<file path="config.mk">
export PLATFORM = sky130hd
export DESIGN_NAME = aws_ctrl
export DESIGN_NICKNAME = d
export VERILOG_FILES = /design/src/rtl/aws_pkg.sv /design/src/rtl/aws_event_qual.sv /design/src/rtl/aws_inact_timer.sv /design/src/rtl/aws_mode_fsm.sv /design/src/rtl/aws_ctrl.sv
export SDC_FILE = /design/constraint.sdc
export NUM_CORES = 1
export LEC_CHECK = 0
export BUFFER_PORTS_ARGS = -buffer_cell sky130_fd_sc_hd__buf_2
export CORE_MARGIN = 5
export CORE_UTILIZATION = 54
export CTS_CLUSTER_SIZE = 24
export DETAILED_ROUTE_END_ITERATION = 7
export PLACE_DENSITY = 0.85
export SLEW_MARGIN = 40
export SYNTH_ARGS = -nofsm -noshare
export SYNTH_HDL_FRONTEND = slang
export SYNTH_HIERARCHICAL = 1
export SYNTH_SLANG_ARGS = --single-unit
</file>
<file path="constraint.sdc">
create_clock -name clk -period 7.9 [get_ports clk]
set_input_delay 0.79 -clock clk [delete_from_list [all_inputs] [get_ports clk]]
set_output_delay 0.79 -clock clk [all_outputs]
set_load 0.05 [all_outputs]
</file>
<file path="src/rtl/aws_pkg.sv">
package aws_pkg;
  typedef enum logic [1:0] {
    MODE_STBY  = 2'b00,
    MODE_WAKE  = 2'b01,
    MODE_SLEEP = 2'b10
  } mode_e;

  localparam int NSRC  = 6;
  localparam int PRE_W = 9;

  // Source positions: 0 motion, 1 tap, 2 orientation, 3 transient, 4 fifo gate, 5 data-ready
  localparam logic [NSRC-1:0] HOLD_CAP = 6'b011111;
  localparam logic [NSRC-1:0] WAKE_CAP = 6'b001111;

  // Strobes per timeout step at a given wake rate code
  function automatic logic [PRE_W-1:0] step_ticks(input logic [2:0] rate);
    logic [PRE_W-1:0] r;
    case (rate)
      3'd0: r = 9'd256;
      3'd1: r = 9'd128;
      3'd2: r = 9'd64;
      3'd3: r = 9'd32;
      3'd4: r = 9'd16;
      3'd5: r = 9'd4;
      3'd6: r = 9'd2;
      default: r = 9'd1;
    endcase
    return r;
  endfunction
endpackage

</file>
<file path="src/rtl/aws_event_qual.sv">
module aws_event_qual #(
  parameter int N = 6,
  parameter logic [N-1:0] HOLD = '1,
  parameter logic [N-1:0] WAKE = '1
) (
  input  logic [N-1:0] evt,
  input  logic [N-1:0] evt_en,
  input  logic [N-1:0] wake_sel,
  output logic         hold_hit,
  output logic         wake_hit
);
  logic [N-1:0] hold_v, wake_v;

  for (genvar i = 0; i < N; i++) begin : g_src
    assign hold_v[i] = evt[i] & evt_en[i] & HOLD[i];
    assign wake_v[i] = evt[i] & evt_en[i] & wake_sel[i] & WAKE[i];
  end

  assign hold_hit = |hold_v;
  assign wake_hit = |wake_v;
endmodule

</file>
<file path="src/rtl/aws_inact_timer.sv">
module aws_inact_timer #(
  parameter int TO_W  = 8,
  parameter int PRE_W = 9
) (
  input  logic             clk,
  input  logic             rst_n,
  input  logic             run,
  input  logic             restart,
  input  logic             tick,
  input  logic [PRE_W-1:0] limit,
  input  logic [TO_W-1:0]  timeout,
  output logic             expire
);
  localparam logic [PRE_W-1:0] ONE_P = PRE_W'(1);
  localparam logic [TO_W-1:0]  ONE_S = TO_W'(1);

  logic [PRE_W-1:0] pre_q;
  logic [TO_W-1:0]  steps_q;
  logic             wrap;

  assign wrap   = tick && (pre_q == limit - ONE_P);
  assign expire = run && !restart && wrap && (steps_q == timeout);

  always_ff @(posedge clk) begin
    if (!rst_n || !run || restart || expire) begin
      pre_q   <= '0;
      steps_q <= '0;
    end else if (tick) begin
      if (wrap) begin
        pre_q   <= '0;
        steps_q <= steps_q + ONE_S;
      end else begin
        pre_q <= pre_q + ONE_P;
      end
    end
  end

  // a qualifying event leaves the count at zero on the next cycle
  p_restart_clears_r7: assert property (@(posedge clk) disable iff (!rst_n)
    restart |=> (pre_q == '0 && steps_q == '0));

  // the count never runs while the timer is idle
  p_idle_zero_r4: assert property (@(posedge clk) disable iff (!rst_n)
    !run |=> (pre_q == '0 && steps_q == '0));
endmodule

</file>
<file path="src/rtl/aws_mode_fsm.sv">
module aws_mode_fsm
  import aws_pkg::*;
(
  input  logic  clk,
  input  logic  rst_n,
  input  logic  active,
  input  logic  sleep_en,
  input  logic  expire,
  input  logic  wake_hit,
  input  logic  status_rd,
  output mode_e mode,
  output logic  chg_flag
);
  mode_e nxt;
  logic  swap;

  always_comb begin
    nxt = mode;
    if (!active) begin
      nxt = MODE_STBY;
    end else begin
      case (mode)
        MODE_STBY:  nxt = MODE_WAKE;
        MODE_WAKE:  if (sleep_en && expire) nxt = MODE_SLEEP;
        MODE_SLEEP: if (!sleep_en || wake_hit) nxt = MODE_WAKE;
        default:    nxt = MODE_STBY;
      endcase
    end
  end

  assign swap = ((mode == MODE_WAKE) && (nxt == MODE_SLEEP)) ||
                ((mode == MODE_SLEEP) && (nxt == MODE_WAKE));

  always_ff @(posedge clk) begin
    if (!rst_n) begin
      mode     <= MODE_STBY;
      chg_flag <= 1'b0;
    end else begin
      mode <= nxt;
      if (swap)           chg_flag <= 1'b1;
      else if (status_rd) chg_flag <= 1'b0;
    end
  end

  p_mode_legal_r1: assert property (@(posedge clk) disable iff (!rst_n)
    mode != 2'b11);

  p_standby_r2: assert property (@(posedge clk) disable iff (!rst_n)
    !active |=> mode == MODE_STBY);

  p_no_sleep_r3: assert property (@(posedge clk) disable iff (!rst_n)
    !sleep_en |=> mode != MODE_SLEEP);

  p_flag_on_swap_r9: assert property (@(posedge clk) disable iff (!rst_n)
    ($past(mode) != mode && $past(mode) != MODE_STBY && mode != MODE_STBY) |-> chg_flag);

  p_stay_asleep_r10: assert property (@(posedge clk) disable iff (!rst_n)
    (mode == MODE_SLEEP && active && sleep_en && !wake_hit) |=> mode == MODE_SLEEP);
endmodule

</file>
<file path="src/rtl/aws_ctrl.sv">
module aws_ctrl
  import aws_pkg::*;
#(
  parameter int TO_W = 8
) (
  input  logic            clk,
  input  logic            rst_n,
  input  logic            sample_tick,
  input  logic            active,
  input  logic            sleep_en,
  input  logic [2:0]      wake_rate,
  input  logic [1:0]      sleep_rate,
  input  logic [1:0]      wake_osr,
  input  logic [1:0]      sleep_osr,
  input  logic [TO_W-1:0] timeout,
  input  logic [5:0]      evt,
  input  logic [5:0]      evt_en,
  input  logic [5:0]      wake_sel,
  input  logic            status_rd,
  output logic [1:0]      sys_mode,
  output logic [2:0]      odr_sel,
  output logic [1:0]      osr_sel,
  output logic            mode_chg
);
  mode_e mode;
  logic  hold_hit, wake_hit, expire, run;
  logic  in_sleep;

  aws_event_qual #(.N(NSRC), .HOLD(HOLD_CAP), .WAKE(WAKE_CAP)) u_qual (
    .evt      (evt),
    .evt_en   (evt_en),
    .wake_sel (wake_sel),
    .hold_hit (hold_hit),
    .wake_hit (wake_hit)
  );

  assign run = (mode == MODE_WAKE) && sleep_en && active;

  aws_inact_timer #(.TO_W(TO_W), .PRE_W(PRE_W)) u_timer (
    .clk     (clk),
    .rst_n   (rst_n),
    .run     (run),
    .restart (hold_hit),
    .tick    (sample_tick),
    .limit   (step_ticks(wake_rate)),
    .timeout (timeout),
    .expire  (expire)
  );

  aws_mode_fsm u_fsm (
    .clk       (clk),
    .rst_n     (rst_n),
    .active    (active),
    .sleep_en  (sleep_en),
    .expire    (expire),
    .wake_hit  (wake_hit),
    .status_rd (status_rd),
    .mode      (mode),
    .chg_flag  (mode_chg)
  );

  assign in_sleep = (mode == MODE_SLEEP);
  assign sys_mode = mode;
  assign odr_sel  = in_sleep ? {1'b1, sleep_rate} : wake_rate;
  assign osr_sel  = in_sleep ? sleep_osr : wake_osr;

  // a sleep that ends while active and enabled needs a wake-capable event
  p_wake_cause_r8: assert property (@(posedge clk) disable iff (!rst_n)
    (mode == MODE_SLEEP && active && sleep_en && !wake_hit) |=> sys_mode == 2'b10);
endmodule

</file>
=== Word level (Yosys, flattened, before mapping) ===
Index checks and enable logic that the tools add are counted.

* Register bits: 20
* Input port bits: 41
* Output and inout bits: 8
* Logic and storage cells: 62

* Add/sub/neg operators: 3
* Equal/unequal tests: 12
* Muxes and demuxes: 10
* Bitwise gates (word level): 9
* Reductions and logical operators: 24

{| class="wikitable"
|+ Operator list
! operator !! number
|-
| $pmux 9 s7 || 1
|-
| $add 9x1->9 const B || 1
|-
| $and 1x1->1 || 9
|-
| $eq 3x3->1 const B || 3
|-
| $eq 9x9->1 || 1
|-
| $logic_and 1x1->1 || 9
|-
| $mux 9 || 1
|-
| $sub 9x1->9 const B || 1
|-
| $add 8x1->8 const B || 1
|-
| $eq 8x8->1 || 1
|-
| $mux 2 || 4
|-
| $eq 3x2->1 const B || 2
|-
| $pmux 2 s3 || 1
|-
| $logic_or 1x1->1 || 5
|-
| $reduce_or 5->1 || 1
|-
| $eq 2x1->1 const B || 2
|-
| $eq 2x2->1 const B || 2
|-
| $logic_not 1->1 || 4
|-
| $reduce_or 4->1 || 1
|-
| $eq 3x1->1 const B || 1
|-
| $logic_not 3->1 || 1
|-
| $mux 3 || 1
|-
| $logic_not 2->1 || 1
|-
| $mux 1 || 2
|-
| other kinds (2) || 2
|}

=== Depth between registers and ports, before layout ===
* Word-level depth: 15
* Gate-level depth with buffers: 12
* Gate-level depth less buffers: 11

=== Modules after synthesis ===
The synthesis kept the hierarchy.

{| class="wikitable"
|+ Modules (own cells, without submodules)
! module !! times used !! cells an instance !! area an instance (um2) !! seq. area each (um2)
|-
| aws_inact_timer || 1 || 140 || 1124.8 || 340.3
|-
| aws_mode_fsm || 1 || 17 || 143.9 || 60.1
|-
| aws_ctrl || 1 || 17 || 138.9 || 0.0
|-
| aws_event_qual || 1 || 8 || 47.5 || 0.0
|}

=== Worst setup path before layout ===
Ideal clock, no wire load.

* Path kind: input-to-reg
* Start point: input port wake_rate[2]
* End point: register u_fsm.chg_flag
* Library setup time: 0.122 ns
* Arrival time: 2.933 ns
* Required time: 7.778 ns
* Slack: 4.845 ns
* Stages on the path: 10
* Path buffers: 1
* Cell sequence: and3_1 -> or4_1 -> o21a_1 -> o211a_1 -> o2111ai_1 -> buf_2 -> nor2_1 -> nand2_1 -> nor3_1 -> a311o_1

* Word-level cells in the longest chain between the ends: 15
* Elaborated cells on any way between the ends: 24
* Classes of those cells: add/sub (1); eq/ne (9); mux (5); reduce/logical (9)

{| class="wikitable"
|+ Ends and longest elaborated chain
! what !! RTL line !! text
|-
| start: declaration || aws_ctrl.sv:11 || <nowiki>input logic [2:0] wake_rate,</nowiki>
|-
| $eq 3x3->1 (tied with other cells) || aws_pkg.sv:18 || <nowiki>case (rate)</nowiki>
|-
| $pmux 9 s7 * || aws_pkg.sv:18 ||
|-
| $sub 9x1->9 * || aws_inact_timer.sv:21 || <nowiki>assign wrap = tick && (pre_q == limit - ONE_P);</nowiki>
|-
| $eq 9x9->1 * || aws_inact_timer.sv:21 ||
|-
| $logic_and 1x1->1 * || aws_inact_timer.sv:21 ||
|-
| $logic_and 1x1->1 * (2 in series) || aws_inact_timer.sv:22 || <nowiki>assign expire = run && !restart && wrap && (steps_q == timeout);</nowiki>
|-
| net expire || aws_ctrl.sv:26 || <nowiki>logic hold_hit, wake_hit, expire, run;</nowiki>
|-
| $logic_and 1x1->1 * || aws_mode_fsm.sv:24 || <nowiki>MODE_WAKE: if (sleep_en && expire) nxt = MODE_SLEEP;</nowiki>
|-
| $mux 2 * || aws_mode_fsm.sv:24 ||
|-
| $pmux 2 s3 * || aws_mode_fsm.sv:22 || <nowiki>case (mode)</nowiki>
|-
| $mux 2 * || aws_mode_fsm.sv:19 || <nowiki>if (!active) begin</nowiki>
|-
| $eq 2x2->1 / $eq 2x1->1 (equally long branches) || aws_mode_fsm.sv:31, aws_mode_fsm.sv:32 ||
|-
| $logic_and 1x1->1 (on tied branches) || aws_mode_fsm.sv:31, aws_mode_fsm.sv:32 ||
|-
| $logic_or 1x1->1 * || aws_mode_fsm.sv:31 || <nowiki>assign swap = ((mode == MODE_WAKE) && (nxt == MODE_SLEEP)) ||</nowiki>
|-
| $mux 1 / $reduce_bool 2->1 (equally long branches) || n/a ||
|-
| end signal: assignment || aws_mode_fsm.sv:37 || <nowiki>chg_flag <= 1'b0;</nowiki>
|-
| end signal: assignment || aws_mode_fsm.sv:40 || <nowiki>if (swap) chg_flag <= 1'b1;</nowiki>
|-
| end signal: assignment || aws_mode_fsm.sv:41 || <nowiki>else if (status_rd) chg_flag <= 1'b0;</nowiki>
|-
| end: declaration || aws_mode_fsm.sv:12 || <nowiki>output logic chg_flag</nowiki>
|}

The timed path passes the listed nets; every way through them passes the cells marked *.
A chain may end at the register's enable or synchronous reset.

=== Worst setup path after layout ===
* Start point: input port wake_rate[1]
* End point: register u_timer.steps_q[5]

* Word-level cells in the longest chain between the ends: 8
* Elaborated cells on any way between the ends: 15
* Classes of those cells: add/sub (1); eq/ne (7); mux (1); reduce/logical (6)

{| class="wikitable"
|+ Ends and longest elaborated chain
! what !! RTL line !! text
|-
| $eq 3x3->1 (tied with other cells) || aws_pkg.sv:18 ||
|-
| $pmux 9 s7 * || aws_pkg.sv:18 ||
|-
| $sub 9x1->9 * || aws_inact_timer.sv:21 ||
|-
| $eq 9x9->1 * || aws_inact_timer.sv:21 ||
|-
| $logic_and 1x1->1 * || aws_inact_timer.sv:21 ||
|-
| $logic_and 1x1->1 (2 in series) || aws_inact_timer.sv:22 ||
|-
| $logic_or 1x1->1 || aws_inact_timer.sv:25 || <nowiki>if (!rst_n || !run || restart || expire) begin</nowiki>
|-
| end signal: assignment || aws_inact_timer.sv:31 || <nowiki>steps_q <= steps_q + ONE_S;</nowiki>
|-
| end: declaration || aws_inact_timer.sv:18 || <nowiki>logic [TO_W-1:0] steps_q;</nowiki>
|}

Every way passes the cells marked *; elsewhere a longest branch is shown, timed or not.

==> flow_metrics.tcl <==
set metrics [dict create \
    cts_sinks 20 \
    combPwrFrac_pct 17.8 \
    regArea_um2 400.4 \
    start_util_pct 57.69 \
    power_frac_seq_pct 45.3 \
    synth_seq_area_share_pct 27.52 \
    worstPathRequired_ns 8.13 \
    drt-pass1-iter-count 4 \
    cts_tree "done" \
    fin_crit_sh_pct 39.64 \
    synth.avg_cell_area_um2 7.995 \
    synth_common_cells "20 x dfxtp_1, 18 x xor2_1, 17 x nand2_1" \
    hold-worst-slack_ns 0.5071 \
    crit_arrival_ns 3.36 \
    grt_pass1_wl_um 5326 \
    synthFlopType "dfxtp_1" \
    slew_headroom_pct 57.90 \
    clockPowerShare_pct 36.9 \
    rows 18 \
    grt_antenna_before_repair 0 \
    final_nets 278 \
    postCtsHoldBufs 0 \
    cts_resized 0 \
    internal-power_mw 0.1703 \
    coreArea_um2 2522 \
    rsz0062_at_grt "no" \
    routed_wl_um 3166 \
    htree_levels 1 \
    swShare_pct 24.21 \
    clock-root-buffer "clkbuf_4" \
    yosysTopAreaCellShare_pct 27.52 \
    grt_overflow 0 \
    yosys_warnings 6 \
    design.portCount 49 \
    outcome "completed" \
    p_switching_mw 0.05439 \
    grt_pass1_vias 1332 \
    synth_top_area_cell "dfxtp_1" \
    area_growth_pct 22.44 \
    async_flop_share_pct 0 \
    fin_tns_setup_ns 0 \
    io_buffers 44 \
    maxSlewViolCount 0 \
    num_vias 1446 \
    hpwl_um 2595 \
    hp-class "reg -> reg" \
    tightest_slew_ns 0.6301 \
    synth_top_family_by_area "simple AND/OR/NAND/NOR gates" \
    period_needed_ns 3.132 \
    synth_mux_area_share_pct 3.095 \
    p_leak_nw 0.7470 \
    synth_enable_flop_cells 0 \
    drive_gt1_share_pct 25.75 \
    synth_compound_area_share_pct 13.93 \
    ys_types 48 \
    wire_per_inst_um 12.04 \
    setup_viol 0 \
    ys_ff_latch 20 \
    cts_buffers 3 \
    power_density_nw_per_um2 126.1 \
    mappedNetlistArea_um2 1455 \
    multiInputGateArea_um2 1052 \
    cp_max_fo 15 \
    n_antenna_cell 0 \
    nFillCells 225 \
    fin_skew_ns 0.002015 \
    drc_errors 0 \
    syn_inst 182 \
    die_area_um2 3833 \
    fmax_mhz 319.3 \
    grt_start_max_net_pins 16 \
    viasPerCell 5.498 \
    clk_path_buf_depth 2 \
    final_antenna_net_count 0 \
    cts_setup_buffers 0 \
    synth-simple-area-share_pct 35.68 \
    clk_pin_slew_ns 0.12 \
    crit_type "in -> reg" \
    irDropWorstVdd_mv 0.09794 \
    gp_congestion 0.8383 \
    clk_latency_ns 0.29 \
    chipWidth_um 61.91 \
    drt-initial-drc-count 46 \
    startpoint_type "primary input" \
    gr-usage-all-layers_pct 17.74 \
    post_synth_xor_area_fraction_pct 15.05 \
    die_h_um 61.91 \
    finalPower_mw 0.2246 \
    cp-end-kind "flop" \
    netlist_top_cells_area "dfxtp_1 28%, xor2_1 11%, nand3_1 4.5%" \
    finalHoldViolCount 0 \
    max_cap_viol_count 0 \
    synth_most_common_cell "dfxtp_1" \
    synth-adder-area-share_pct 2.580 \
]
placed cells by master (no fill, tap or decap), types with 2 or more instances in the layout:
cell type and instances:
a21oi_1 6, a31oi_1 2, and2_1 2, and3_1 4, and3b_1 4, buf_2 44
clkbuf_4 3, conb_1 6, dfxtp_1 20, ha_1 3, inv_1 5, mux2_2 4
nand2_1 17, nand2b_1 3, nand3_1 13, nand4_1 5, nor2_1 14, nor2b_1 2
nor3_1 8, nor3b_1 4, nor4_1 2, o21ai_0 6, o22ai_1 2, o32ai_1 3
or2_2 2, or4_1 3, xnor2_1 7, xor2_1 18
routing by layer:
layer / track usage, % / vias up / part of all wire, % / wire [um]
met2: 32.88 / 28 / 50 / 1574
met1: 21.55 / 647 / 45 / 1426
met4: 4.242 / 0 / 0.51 / 16
met3: 2.273 / 2 / 4.7 / 149
met5: 0 / - / 0 / 0
li1: - / 769 / - / -
per-stage QoR:
step                instances  cell area [um2]  setup WS [ns]  utilization [%]
finish                    263             1782          4.768            70.63
global route              263             1782          4.606            70.63
CTS                       263             1782          4.748            70.63
detailed placement        259             1729          4.460            68.55
floorplan                 187             1474          4.845                -
global placement          259             1723          4.136            68.30
worst max-delay path: stages:
cell       delay (ns)
buf_2            0.15
and3_1           0.28
inv_1            0.07
ha_1             0.24
nor2b_1          0.14
or3_1            0.34
a31oi_1          0.24
o2111ai_2        0.38
or4b_1           0.58
a21oi_1          0.15
final cells by class:
cell class | instances | area share (%)
Multi-Input combinational cell | 160 | 59.06
Sequential cell | 20 | 22.47
Timing Repair Buffer | 44 | 12.36
Tap cell | 30 | 2.107
Clock inverter | 1 | 1.685
Clock buffer | 3 | 1.264
Inverter | 5 | 1.053
power by group through the flow:
stage / sequential, mW / clock, mW / combinational (mW)
floorplan: 0.105 / 0 / 0.0234
global placement: 0.104 / 0 / 0.0392
detailed placement: 0.104 / 0 / 0.0402
CTS: 0.102 / 0.0839 / 0.0403
global route: 0.102 / 0.0880 / 0.0445
finish: 0.102 / 0.0829 / 0.0401
kinds of logic (layout without fill, tap and decap cells):
group                      count (synthesis)  in the layout
adders and majority gates                  3              3
AOI/OAI and AO/OA                         30             30
and+or+nand+nor                           92             92
other                                      1              6
xor gates and xnor gates                  25             25
muxes                                      4              4
DFF                                       20             20
buffers and inverters                      7             53
final timing paths:
| check | start | to | slack [ns] | cells after the start |
|---|---|---|---|---|
| worst max register to register | u_timer/pre_q[7] | u_timer/steps_q[5] | 5.72 | 6 |
| worst max-delay path | wake_rate[1] | u_timer/steps_q[5] | 4.77 | 10 |
| worst min register to register | u_fsm/chg_flag | u_fsm/chg_flag | 0.51 | 1 |
| worst min-delay path | u_fsm/chg_flag | u_fsm/chg_flag | 0.51 | 1 |
flip-flops by register name (all words and copies together) (netlist names):
name and count:
u_fsm/chg_flag 1, u_timer/steps_q 8, u_fsm/mode 2, u_timer/pre_q 9
(Power assumes the default switching activity.)
